## config.mk

```make
export PLATFORM = sky130hd
export DESIGN_NAME = rx_frame_store
export DESIGN_NICKNAME = d
export VERILOG_FILES = /design/src/rtl/rxfs_pkg.sv /design/src/rtl/rxfs_crc_track.sv /design/src/rtl/rxfs_wr_port.sv /design/src/rtl/rx_frame_store.sv
export SDC_FILE = /design/constraint.sdc
export NUM_CORES = 1
export LEC_CHECK = 0
export ABC_CLOCK_PERIOD_IN_PS = 2250
export BUFFER_PORTS_ARGS = -buffer_cell sky130_fd_sc_hd__buf_4
export CAP_MARGIN = 20
export CORE_AREA = 2 2 82 99
export CTS_CLUSTER_DIAMETER = 50
export CTS_CLUSTER_SIZE = 12
export DETAILED_ROUTE_END_ITERATION = 16
export DIE_AREA = 0 0 84 101
export PLACE_DENSITY = 0.78
export SLEW_MARGIN = 20
export SYNTH_ARGS = -nofsm -noshare
export SYNTH_HDL_FRONTEND = slang
export SYNTH_SLANG_ARGS = --single-unit
```

## constraint.sdc

```tcl
create_clock -name clk -period 2.25 [get_ports clk]
set_input_delay 0 -clock clk [delete_from_list [all_inputs] [get_ports clk]]
set_output_delay 0 -clock clk [all_outputs]
set_load 0.02 [all_outputs]
```

## src/rtl/rxfs_pkg.sv

```systemverilog
package rxfs_pkg;

  typedef enum logic [2:0] {
    ST_IDLE,
    ST_RECV,
    ST_CRC,
    ST_LEN,
    ST_FIN
  } rxfs_state_t;

  typedef struct packed {
    logic [8:0] addr;
    logic [7:0] data;
  } rxfs_wr_t;

endpackage

```

## src/rtl/rxfs_crc_track.sv

```systemverilog
module rxfs_crc_track #(
  parameter int CRC_W = 16,
  parameter logic [15:0] CRC_INIT = 16'h0000
) (
  input  logic             clk,
  input  logic             rst,
  input  logic             clear,
  input  logic             byte_vld,
  input  logic [7:0]       byte_in,
  input  logic             crc_vld,
  input  logic [CRC_W-1:0] crc_in,
  output logic             match
);
  localparam int HIST = 3;

  logic [CRC_W-1:0] hist [HIST];
  logic [7:0]       tail_hi, tail_lo;

  always_ff @(posedge clk) begin
    if (rst || clear) begin
      for (int i = 0; i < HIST; i++) hist[i] <= CRC_INIT;
      tail_hi <= '0;
      tail_lo <= '0;
    end else begin
      if (crc_vld) begin
        hist[0] <= crc_in;
        for (int i = 1; i < HIST; i++) hist[i] <= hist[i-1];
      end
      if (byte_vld) begin
        tail_hi <= tail_lo;
        tail_lo <= byte_in;
      end
    end
  end

  assign match = (hist[HIST-1] == {tail_hi, tail_lo});

endmodule

```

## src/rtl/rxfs_wr_port.sv

```systemverilog
module rxfs_wr_port
  import rxfs_pkg::*;
(
  input  logic       clk,
  input  logic       rst,
  input  logic       issue,
  input  rxfs_wr_t   cmd,
  input  logic       ack,
  output logic       req,
  output logic [8:0] addr,
  output logic [7:0] wdata
);
  always_ff @(posedge clk) begin
    if (rst) begin
      req   <= 1'b0;
      addr  <= '0;
      wdata <= '0;
    end else if (issue) begin
      req   <= 1'b1;
      addr  <= cmd.addr;
      wdata <= cmd.data;
    end else if (ack) begin
      req   <= 1'b0;
    end
  end
endmodule

```

## src/rtl/rx_frame_store.sv

```systemverilog
module rx_frame_store
  import rxfs_pkg::*;
#(
  parameter logic [8:0]  BUF_BASE = 9'h100,
  parameter logic [8:0]  BUF_LAST = 9'h1FD,
  parameter logic [8:0]  CRC_ADDR = 9'h1FE,
  parameter logic [8:0]  LEN_ADDR = 9'h1FF,
  parameter logic [7:0]  ERR_LEN  = 8'hFE,
  parameter logic [15:0] CRC_INIT = 16'h0000
) (
  input  logic        clk,
  input  logic        rst,
  input  logic        bclk_ok,
  input  logic        frm_start,
  input  logic        frm_stop,
  input  logic        frm_valid,
  input  logic [7:0]  frm_data,
  input  logic        crc_valid,
  input  logic [15:0] crc_value,
  output logic        mem_req,
  output logic [8:0]  mem_addr,
  output logic [7:0]  mem_wdata,
  input  logic        mem_ack,
  output logic        irq
);
  localparam int CAP   = int'(BUF_LAST) - int'(BUF_BASE) + 1;
  localparam int CNT_W = $clog2(CAP + 1);
  localparam logic [CNT_W-1:0] CAP_C = CNT_W'(CAP);
  localparam logic [CNT_W-1:0] TWO_C = CNT_W'(2);

  rxfs_state_t      state;
  logic [CNT_W-1:0] cnt;
  logic             ovf;
  logic             verdict;
  logic             crc_pass;
  logic             issue;
  rxfs_wr_t         cmd;
  logic             take_byte;

  rxfs_crc_track #(.CRC_W(16), .CRC_INIT(CRC_INIT)) u_track (
    .clk      (clk),
    .rst      (rst),
    .clear    (frm_start),
    .byte_vld (frm_valid),
    .byte_in  (frm_data),
    .crc_vld  (crc_valid),
    .crc_in   (crc_value),
    .match    (crc_pass)
  );

  rxfs_wr_port u_port (
    .clk   (clk),
    .rst   (rst),
    .issue (issue),
    .cmd   (cmd),
    .ack   (mem_ack),
    .req   (mem_req),
    .addr  (mem_addr),
    .wdata (mem_wdata)
  );

  assign take_byte = (state == ST_RECV) && bclk_ok && !frm_start &&
                     !frm_stop && frm_valid;

  always_comb begin
    issue    = 1'b0;
    cmd.addr = '0;
    cmd.data = '0;
    unique case (state)
      ST_RECV: begin
        if (take_byte && (cnt < CAP_C)) begin
          issue    = 1'b1;
          cmd.addr = BUF_BASE + 9'(cnt);
          cmd.data = frm_data;
        end
      end
      ST_CRC: begin
        if (!mem_req) begin
          issue    = 1'b1;
          cmd.addr = CRC_ADDR;
          cmd.data = verdict ? 8'hFF : 8'h00;
        end
      end
      ST_LEN: begin
        if (!mem_req) begin
          issue    = 1'b1;
          cmd.addr = LEN_ADDR;
          cmd.data = ovf ? ERR_LEN : 8'(cnt - TWO_C);
        end
      end
      default: ;
    endcase
  end

  always_ff @(posedge clk) begin
    if (rst) begin
      state   <= ST_IDLE;
      cnt     <= '0;
      ovf     <= 1'b0;
      verdict <= 1'b0;
      irq     <= 1'b0;
    end else begin
      irq <= 1'b0;
      unique case (state)
        ST_IDLE: begin
          if (frm_start && bclk_ok) begin
            state <= ST_RECV;
            cnt   <= '0;
            ovf   <= 1'b0;
          end
        end
        ST_RECV: begin
          if (!bclk_ok) begin
            state <= ST_IDLE;
          end else if (frm_start) begin
            cnt <= '0;
            ovf <= 1'b0;
          end else if (frm_stop) begin
            if (ovf || (cnt >= TWO_C)) begin
              state   <= ST_CRC;
              verdict <= crc_pass;
            end else begin
              state <= ST_IDLE;
            end
          end else if (frm_valid) begin
            if (cnt < CAP_C) cnt <= cnt + 1'b1;
            else             ovf <= 1'b1;
          end
        end
        ST_CRC: if (!mem_req) state <= ST_LEN;
        ST_LEN: if (!mem_req) state <= ST_FIN;
        ST_FIN: begin
          if (!mem_req) begin
            state <= ST_IDLE;
            irq   <= 1'b1;
          end
        end
        default: state <= ST_IDLE;
      endcase
    end
  end

endmodule

```

Word-level counts from Yosys, hierarchy flattened
Memory sizes are Yosys's and may differ from the RTL's.
Index checks and enable logic that the tools add are counted.
{"block": "word_totals", "input_bits": 32, "mem_count": 1, "regBits": 48, "out_inout_bits": 19, "ram_bits": 48}
{"block": "op_classes", "n_eq_ne": 16, "reduce_logical": 19, "n_lt_le_gt_ge": 2, "n_bitwise": 5, "n_addsub": 3, "mux": 42}
{"memory": "u_track.hist", "depth": 3, "width": 16, "read_ports": 3, "rd_clocked_by_memory_dff": 0, "write_ports": 3, "line_no": "rxfs_crc_track.sv:16", "rtl": "logic [CRC_W-1:0] hist [HIST];"}
{"op": "2-to-1 mux 8 bit", "count": 8}
{"op": "2-to-1 mux 17 bit", "count": 3}
{"op": "case mux 17 bit (3 select lines)", "count": 1}
{"op": "2-to-1 mux 16 bit", "count": 3}
{"op": "2-to-1 mux 3 bit", "count": 7}
{"op": "AND reduction 6 bit", "count": 3}
{"op": "== test 16 bit", "count": 1}
{"op": "case mux 8 bit (2 select lines)", "count": 1}
{"op": "2-to-1 mux 1 bit", "count": 15}
{"op": "inequality test 3 bit (second input constant)", "count": 5}
{"op": "case mux 3 bit (5 select lines)", "count": 1}
{"op": "inequality test 2 bit (second input constant)", "count": 5}
{"op": "adder 9 x 8 -> 9 bit (first input constant)", "count": 1}
{"op": "adder 8 x 1 -> 8 bit (second input constant)", "count": 1}
{"op": "greater-or-equal comparator 8 x 2 -> 1 bit (second input constant)", "count": 1}
{"op": "less-than comparator 8 bit (second input constant)", "count": 1}
{"op": "subtractor 8 x 2 -> 8 bit (second input constant)", "count": 1}
{"op": "== test 3 x 2 -> 1 bit (second input constant)", "count": 2}
{"op": "logical AND 1 bit", "count": 6}
{"op": "AND reduction 5 bit", "count": 1}
{"op": "case mux 1 bit (2 select lines)", "count": 2}
{"op": "nonzero test 2 bit", "count": 2}
{"op": "OR reduction 2 bit", "count": 2}
{"op": "== test 3 x 1 -> 1 bit (second input constant)", "count": 1}
{"op": "other kinds (8)", "count": 13}

Logic depth before layout (Yosys ltp)
Gate-level depths: netlist of the first run.
{"block": "logic_depth", "ltp_word": 9, "ltp_mapped": 7}

Cells and area by module
Synthesis of the first run repeated with hierarchy kept, for this count alone.
{"block": "hier_totals", "cells_unflattened": 385, "area_unflattened_um2": 4360.4}
{"mod": "rxfs_crc_track", "seq_area_each_um2": 1761.7, "area_per_inst_um2": 2552.4, "cells_per_inst": 178, "instances": 1}
{"mod": "rx_frame_store", "seq_area_each_um2": 280.3, "area_per_inst_um2": 1157.4, "cells_per_inst": 148, "instances": 1}
{"mod": "rxfs_wr_port", "seq_area_each_um2": 360.3, "area_per_inst_um2": 650.6, "cells_per_inst": 59, "instances": 1}

Least setup slack after synthesis of the first run
Ideal clock, no wire load.
{"block": "synth_timing", "path_kind": "input -> register", "from": "in rst", "to": "mem u_track.hist[0][0] (enable)", "t_required_ns": 1.843, "arrival_time_ns": 1.380, "setup_slack_ns": 0.463, "path_buffers": 1, "setup_time_ns": 0.407, "path_stages": 2, "path_cell_list": "clkbuf_1 or3_1"}
{"item": "start, declared", "line_no": "rx_frame_store.sv:12", "rtl": "input logic rst,"}
{"item": "end, declared", "line_no": "rxfs_crc_track.sv:16"}

Worst setup path in the final report of the first run
{"block": "layout_timing", "from": "reg state[0]", "to": "reg cnt[5]"}
{"block": "layout_between", "elab_chain_cells": 3, "elab_cells_between_ends": 10, "classes_between": "eq/ne: 6; mux: 1; reduce/logical: 3"}
{"item": "start, declared", "line_no": "rx_frame_store.sv:31", "rtl": "rxfs_state_t state;"}
{"item": "start signal, assigned", "line_no": "rx_frame_store.sv:97", "rtl": "state <= ST_IDLE;"}
{"item": "start signal, assigned", "line_no": "rx_frame_store.sv:107", "rtl": "state <= ST_RECV;"}
{"item": "start signal, assigned", "line_no": "rx_frame_store.sv:114", "rtl": "state <= ST_IDLE;"}
{"item": "== test 3 x 1 -> 1 bit / zero test 3 bit (equally long branches)", "line_no": "rx_frame_store.sv:104", "rtl": "unique case (state)"}
{"item": "inequality test 3 x 2 -> 1 bit (no line) (tied with other cells)"}
{"item": "AND reduction 6 bit (no line)"}
{"item": "end signal, assigned", "line_no": "rx_frame_store.sv:126", "rtl": "if (cnt < CAP_C) cnt <= cnt + 1'b1;"}
{"item": "end, declared", "line_no": "rx_frame_store.sv:32", "rtl": "logic [CNT_W-1:0] cnt;"}
Several ways; a longest one is shown, not always the timed one.
A chain may end at the register's enable or synchronous reset.

==> results of run 1 <==
final cells by class:
type	instances	area (sq um)
fillers	588	2470
flip-flops and latches	96	2400
multi-input cells	246	1650
repair buffers	83	686
clock buffers	9	124
well taps	92	115
inverters	18	67.6
clock inverters	7	63.8
power breakdown:
| part | leakage [nW] | switching [W] | total, W | internal (W) |
|---|---|---|---|---|
| Sequential | 0.944 | 0.0000206 | 0.00190 | 0.00188 |
| Combinational | 1.06 | 0.000109 | 0.000220 | 0.000112 |
| Clock | 0.0895 | 0.000635 | 0.00106 | 0.000423 |
| Total | 2.09 | 0.000764 | 0.00318 | 0.00242 |
worst min path at each step:
stage | startpoint | end | slack, ns | cells past startpoint
final | rst | u_port.addr[8]$_SDFFE_PP0P_ | 0.02 | 2
after global placement | frm_data[0] | u_track.tail_lo[0]$_SDFFE_PP0P_ | 0.26 | 3
after CTS | rst | cnt[0]$_SDFFE_PP0P_ | 0.0008 | 2
after global routing | rst | u_port.req$_SDFFE_PP0P_ | 0.02 | 2
after detailed placement | frm_data[1] | u_track.tail_lo[1]$_SDFFE_PP0P_ | 0.26 | 3
after floorplan | frm_data[0] | u_track.tail_lo[0]$_SDFFE_PP0P_ | 0.15 | 2
synthesized netlist by cell type (2+ instances only):
cell	count
and2_1	48
dfxtp_1	48
edfxtp_1	48
nor2_1	20
mux2i_1	18
a21oi_1	17
inv_1	17
xor2_1	17
nand3_1	16
a31oi_1	14
clkbuf_1	12
buf_2	11
nand2_1	8
o21ai_0	8
o31ai_1	7
or4_1	7
a221oi_1	6
nor3_1	5
o21ai_1	5
ha_1	4
nand2b_1	4
nand4_1	4
nor4_1	4
o21a_1	4
or3_1	4
a211oi_1	3
and3_1	3
a311oi_1	2
buf_1	2
buf_6	2
nor3b_1	2
o211ai_1	2
o41ai_1	2
flip-flops by register name, indices dropped and copies added, names as in the netlist:
signal           cells
u_track.hist        48
u_port.addr          9
cnt                  8
u_port.wdata         8
u_track.tail_hi      8
u_track.tail_lo      8
state                3
irq                  1
ovf                  1
u_port.req           1
verdict              1
cells in the final DEF (no fill, tap or decap), types with 5 or more instances in the layout:
master	n
o21ai_1	5
dlygate4sd3_1	25
a21oi_1	17
buf_4	58
nor2_1	20
dfxtp_1	48
and2_1	48
inv_1	17
nand2_1	8
nand3_1	16
xor2_1	17
clkbuf_8	9
edfxtp_1	48
o31ai_1	7
a221oi_1	6
mux2i_1	18
or4_1	7
o21ai_0	8
a31oi_1	14
nor3_1	5
per-layer routing:
metal	part of all wire (%)	routed length, um
met5	0	0
met4	2.2	189
met3	4.3	368
met2	53	4500
met1	41	3480
cell families after synthesis:
group,count (synthesis)
and+or+nand+nor,131
DFF,96
xor gates and xnor gates,18
adders and majority gates,4
muxes,18
AOI/OAI and AO/OA,75
buffers and inverters,45
through the flow:
step                      hold WS [ns]  total power, W
final                           0.0213         0.00318
after CTS                     0.000798         0.00322
after detailed placement         0.262         0.00213
after global placement           0.258         0.00212
after global routing            0.0238         0.00332
after floorplan                  0.147         0.00205
==> out/metrics.csv, run 1 <==
metric;value;unit
synthesis-to-finish area growth;20.3;%
Antenna Cells;0;
status;complete, no violations;
EDFF count, synth;48;
setup_tns;0;ns
dpl cells;510;
VDD IR-drop max;0.000508;V
Hold Buf Count CTS;25;
Critical Path RT;2.49;ns
pre-CTS WS;0.318;ns
starting density of the core;56.1;%
Yosys cell types;46;
post-synthesis compound-gate area fraction;11.6;%
WL/cell;15.5;um
first-pass GRT wire length;14.0;mm
RSZ-0062 raised after global routing;no;
min-delay worst type;in2reg;
Vias;3107;
initial antenna violation count;0;
layer with the highest usage;met2;
Placed Area;4670;sq um
Setup Skew;0.0125;ns
top cells by area, synth;edfxtp_1 (34%), dfxtp_1 (23%), and2_1 (7.1%);
Final ANT Viol Nets;0;
Netlist Area Pre-Place;4250;sq um
Die Y;101;um
CTS tree;yes;
reg-to-reg startpoint;state[0]$_SDFFE_PP0P_;
vias per std cell;5.64;
delay-heaviest family, CP;simple AND/OR/NAND/NOR gates;
CTS buffer count;9;
Least-Margin Pin Slew;1.03;ns
Sink Count;96;
IO Port Bufs;50;
sequential cell area fraction in the yosys report;56.5;%
largest net degree at the start of global routing;49;
Reg2Reg Depth;4;
Std-Cell Rows;35;
Util after Layout;67.4;%
crit path max-delay cell type;dfxtp_1;
critical-path cell list;or4b_4, nor3_2, or4_1, a21oi_1;
r2r endpoint;cnt[5]$_SDFFE_PP0P_;
syn_nets;423;
worst-path fanout max;12;
met1 GRT Util;23.8;%
yosys warns;0;
Max transition margin;31.2;%
critical path depth;4;
GRT overflow;0;
register-to-register setup slack;0.28;ns
XOR/XNOR share of the synthesized area;3.71;%
drt pass-1 iters;4;
total of max-cap violations;0;
Nets;490;
syn avg cell area;11.0;sq um
Seq cells post-synth;96;
Setup crit end;cnt[5]$_SDFFE_PP0P_;
M2 GR Usage;38.0;%
GRT Total Usage;21.0;%
Max stage delay on crit path;0.56;ns
Hold Violations, Final;0;
core area;7580;sq um
Layout Cells excl Fill;551;
H-tree lvl count;3;
Worst EP arrival;2.21;ns
Max Slew Vio Count;0;
largest family of logic cells by synthesized area;simple AND/OR/NAND/NOR gates;
vias in the first global route;2973;
Yosys top cell by area;edfxtp_1;
CTS Buffer Depth;2;
Die ar.;8480;sq um
Power per Cell Area;623;nW/um^2
Final HPWL DP;5.81;mm
Bufs and invs on worst path;0;
CP Launch Type;flip-flop;
CTS root buf;clkbuf_8;
GPL Wtd Cong;0.930;
final worst slack;0.278;ns
ys async rst share;0;%
Post-Synth Simple-Gate Area;18.1;%
crit path time final;1.97;ns
Post CTS Setup Buffer Count;0;
mux contribution to synthesized area;4.24;%
insertion delay to the later sink of the worst-skew pair;0.36;ns
CTS-repair resized insts;0;
Cells after Synth;387;
CP Capture Type;flip-flop;
Top FF cell, synth;edfxtp_1;
GR Util met3;3.60;%
DIE WIDTH;84;um
io pins;51;
Final Cell Area;5110;sq um
initial DRC count;114;
Leak;2.09;nW
# setup viols final;0;
Critical Setup Path Class;reg2reg;
worst setup path start;state[0]$_SDFFE_PP0P_;
Period Utilization, post-route;87.7;%
DRC;0;
Synth Area in Adders;1.18;%
Post-Route WL;8.54;mm
area share of the largest cell type after synthesis;33.9;%
layout cell share with drive strength beyond 1;17.6;%
Clock Pin Slew Worst Setup and Hold Paths;0.10;ns
fmax;507;MHz
(Power assumes the default switching activity.)
==> run 2: changes to the inputs <==
ABC_CLOCK_PERIOD_IN_PS = 1900   (was 2250)
clock period = 1.9 ns   (was 2.25 ns; I/O delays follow)
==> run 2 against run 1 <==
Net effect:
- critical path depth rose by 2
- sequential cell count did not move
- die area did not move
- combinational power rose by 27%
- final area rose by 3.1%
- wire length rose by 7.7%
- first-iteration DRC count rose by 73%
- global-route usage rose by 1.5 points
- final cell count rose by 3.4%
- count of clock-buffer cells in the layout did not move
- clock skew rose by 0.0016 ns
- sequential power rose by 18%
- critical path type unchanged
==> out/metrics.csv, run 2 (synthesized netlist as in run 1, its figures left out) <==
metric;value;unit;change
status;complete, no violations;;unchanged
Nets;509;;was 490
GRT overflow;0;;unchanged
worst-path fanout max;11;;was 12
CP Launch Type;flip-flop;;unchanged
initial antenna violation count;0;;unchanged
first-pass GRT wire length;14.8;mm;was 14.0 mm
CP Capture Type;flip-flop;;unchanged
setup_tns;0;ns;unchanged
Worst EP arrival;2.13;ns;was 2.21 ns
Critical Setup Path Class;reg2reg;;unchanged
GPL Wtd Cong;0.919;;was 0.930
P_sw;0.000951;W;was 0.000764 W
vias in the first global route;3087;;was 2973
Sink Count;96;;unchanged
Min-Delay Endpoint;verdict$_SDFFE_PP0P_;;was u_port.addr[8]$_SDFFE_PP0P_
CTS root buf;clkbuf_8;;unchanged
layout cell share with drive strength beyond 1;21.1;%;was 17.6%
IO Port Bufs;50;;unchanged
most frequent cells in the layout;buf_4 (76), and2_1 (48), edfxtp_1 (48);;was buf_4 (58), and2_1 (48), dfxtp_1 (48), edfxtp_1 (48), dlygate4sd3_1 (25)
Std-Cell Rows;35;;unchanged
Power per Cell Area;728;nW/um^2;was 623 nW/um^2
FF+latch area;2400;sq um;about the same
Setup Skew;0.0141;ns;was 0.0125 ns
Leak;2.20;nW;was 2.09 nW
DIE WIDTH;84;um;unchanged
Reg2Reg Depth;6;;was 4
drt pass-1 iters;4;;unchanged
initial DRC count;197;;was 114
CTS Buffer Depth;2;;unchanged
GRT Total Usage;22.5;%;was 21.0%
Gate power share;7.3;%;was 6.9%
register-to-register setup slack;0.07;ns;was 0.28 ns
Final Cell Area;5270;sq um;was 5110 sq um
reg-to-reg startpoint;state[1]$_SDFFE_PP0P_;;was state[0]$_SDFFE_PP0P_
clock network power share;34.0;%;was 33.3%
DRC;0;;unchanged
max reg flops;48;;unchanged
core area;7580;sq um;unchanged
Internal Power;0.00289;W;was 0.00242 W
io pins;51;;unchanged
Clock Pin Slew Worst Setup and Hold Paths;0.10;ns;about the same
H-tree lvl count;3;;unchanged
Final HPWL DP;6.38;mm;was 5.81 mm
RSZ-0062 raised after global routing;no;;unchanged
Antenna Cells;0;;unchanged
switching part of the total power;24.8;%;was 24.0%
Period Utilization, post-route;96.1;%;was 87.7%
fmax;548;MHz;was 507 MHz
Final ANT Viol Nets;0;;unchanged
footprint of the multi-input gates;1660;sq um;was 1650 sq um
Util after Layout;69.5;%;was 67.4%
hold slack;0.0178;ns;was 0.0213 ns
Critical Path RT;2.20;ns;was 2.49 ns
synthesis-to-finish area growth;24.0;%;was 20.3%
Die ar.;8480;sq um;unchanged
Vias;3212;;was 3107
VDD IR-drop max;0.000627;V;was 0.000508 V
commonest non-fill, non-tap cell in the layout;buf_4;;unchanged
largest net degree at the start of global routing;49;;unchanged
Post-Route WL;9.20;mm;was 8.54 mm
Hold Violations, Final;0;;unchanged
min-delay worst type;in2reg;;unchanged
top flop regs;u_track.hist: 48 flops, u_port.addr: 9 flops;;unchanged
r2r endpoint;cnt[4]$_SDFFE_PP0P_;;was cnt[5]$_SDFFE_PP0P_
insertion delay to the later sink of the worst-skew pair;0.37;ns;was 0.36 ns
hold path start;frm_stop;;was rst
total of max-cap violations;0;;unchanged
crit path time final;1.83;ns;was 1.97 ns
WL/cell;16.1;um;was 15.5 um
Placed Area;4790;sq um;was 4670 sq um
Least-Margin Pin Slew;0.585;ns;was 1.03 ns
CTS tree;yes;;unchanged
starting density of the core;56.1;%;unchanged
Max transition margin;61.0;%;was 31.2%
Flop pwr share;58.7;%;was 59.8%
Max Slew Vio Count;0;;unchanged
Fill cells;584;;was 588
Largest Register;u_track.hist;;unchanged
worst hold stages;4;;was 2
CTS buffer count;9;;unchanged
# setup viols final;0;;unchanged
vias per std cell;5.64;;about the same
Die Y;101;um;unchanged
## run 2: routing by layer
metal,share of wire [%],global-route usage (%),vias to the layer above
li1,-,-,1567
met1,42,26.2,1536
met2,52,40.6,88
met3,3.7,4.59,21
met4,2.2,9.06,0
met5,0,0,-
## run 2: worst max-delay path by stage
| stage | slack [ns] | to | start | depth (start not counted) |
|---|---|---|---|---|
| after floorplan | 0.11 | u_track.hist[0][0]$_SDFFCE_PN0P_ | rst | 2 |
| after global placement | 0.20 | cnt[1]$_SDFFE_PP0P_ | state[0]$_SDFFE_PP0P_ | 5 |
| after detailed placement | 0.09 | verdict$_SDFFE_PP0P_ | state[1]$_SDFFE_PP0P_ | 4 |
| after CTS | 0.06 | verdict$_SDFFE_PP0P_ | state[1]$_SDFFE_PP0P_ | 4 |
| after global routing | 0.01 | cnt[4]$_SDFFE_PP0P_ | state[1]$_SDFFE_PP0P_ | 6 |
| final | 0.07 | cnt[4]$_SDFFE_PP0P_ | state[1]$_SDFFE_PP0P_ | 6 |
## run 2: stage by stage
stage	worst slack, ns	total power, W	std cells
after floorplan	0.113	0.00243	387
after global placement	0.197	0.00252	526
after detailed placement	0.0927	0.00253	526
after CTS	0.0620	0.00386	568
after global routing	0.0107	0.00399	570
final	0.0739	0.00384	570
## run 2: power by group through the flow
stage / combinational [W] / clock (W) / sequential [W]
finish: 0.000279 / 0.00130 / 0.00225
global route: 0.000302 / 0.00142 / 0.00226
global placement: 0.000224 / 0 / 0.00230
detailed placement: 0.000229 / 0 / 0.00230
floorplan: 0.000134 / 0 / 0.00230
CTS: 0.000272 / 0.00134 / 0.00225
## run 2: what timing repair did
item | 4_1_cts | 5_1_grt
hold buffers | 26 | 0
endpoints found under the setup margin | 0 | 8
resized for setup | 0 | 3
buffers inserted | 0 | 2
endpoints found under the hold margin | 30 | 0
## run 2: area by class of cell
type | instances | area share [%]
clock buffer | 9 | 2.35
clock inverter | 7 | 1.31
timing repair buffer | 102 | 15.8
inverter | 18 | 1.28
sequential | 96 | 45.6
tap | 92 | 2.18
multi-input combinational | 246 | 31.5
## run 2: critical path, cell delays in order, from the launching register on
cell and delay [ns]:
dfxtp_2 0.38, nor3b_4 0.32, buf_4 0.17, o221ai_2 0.07
buf_4 0.18, or4_1 0.47, a21oi_1 0.15
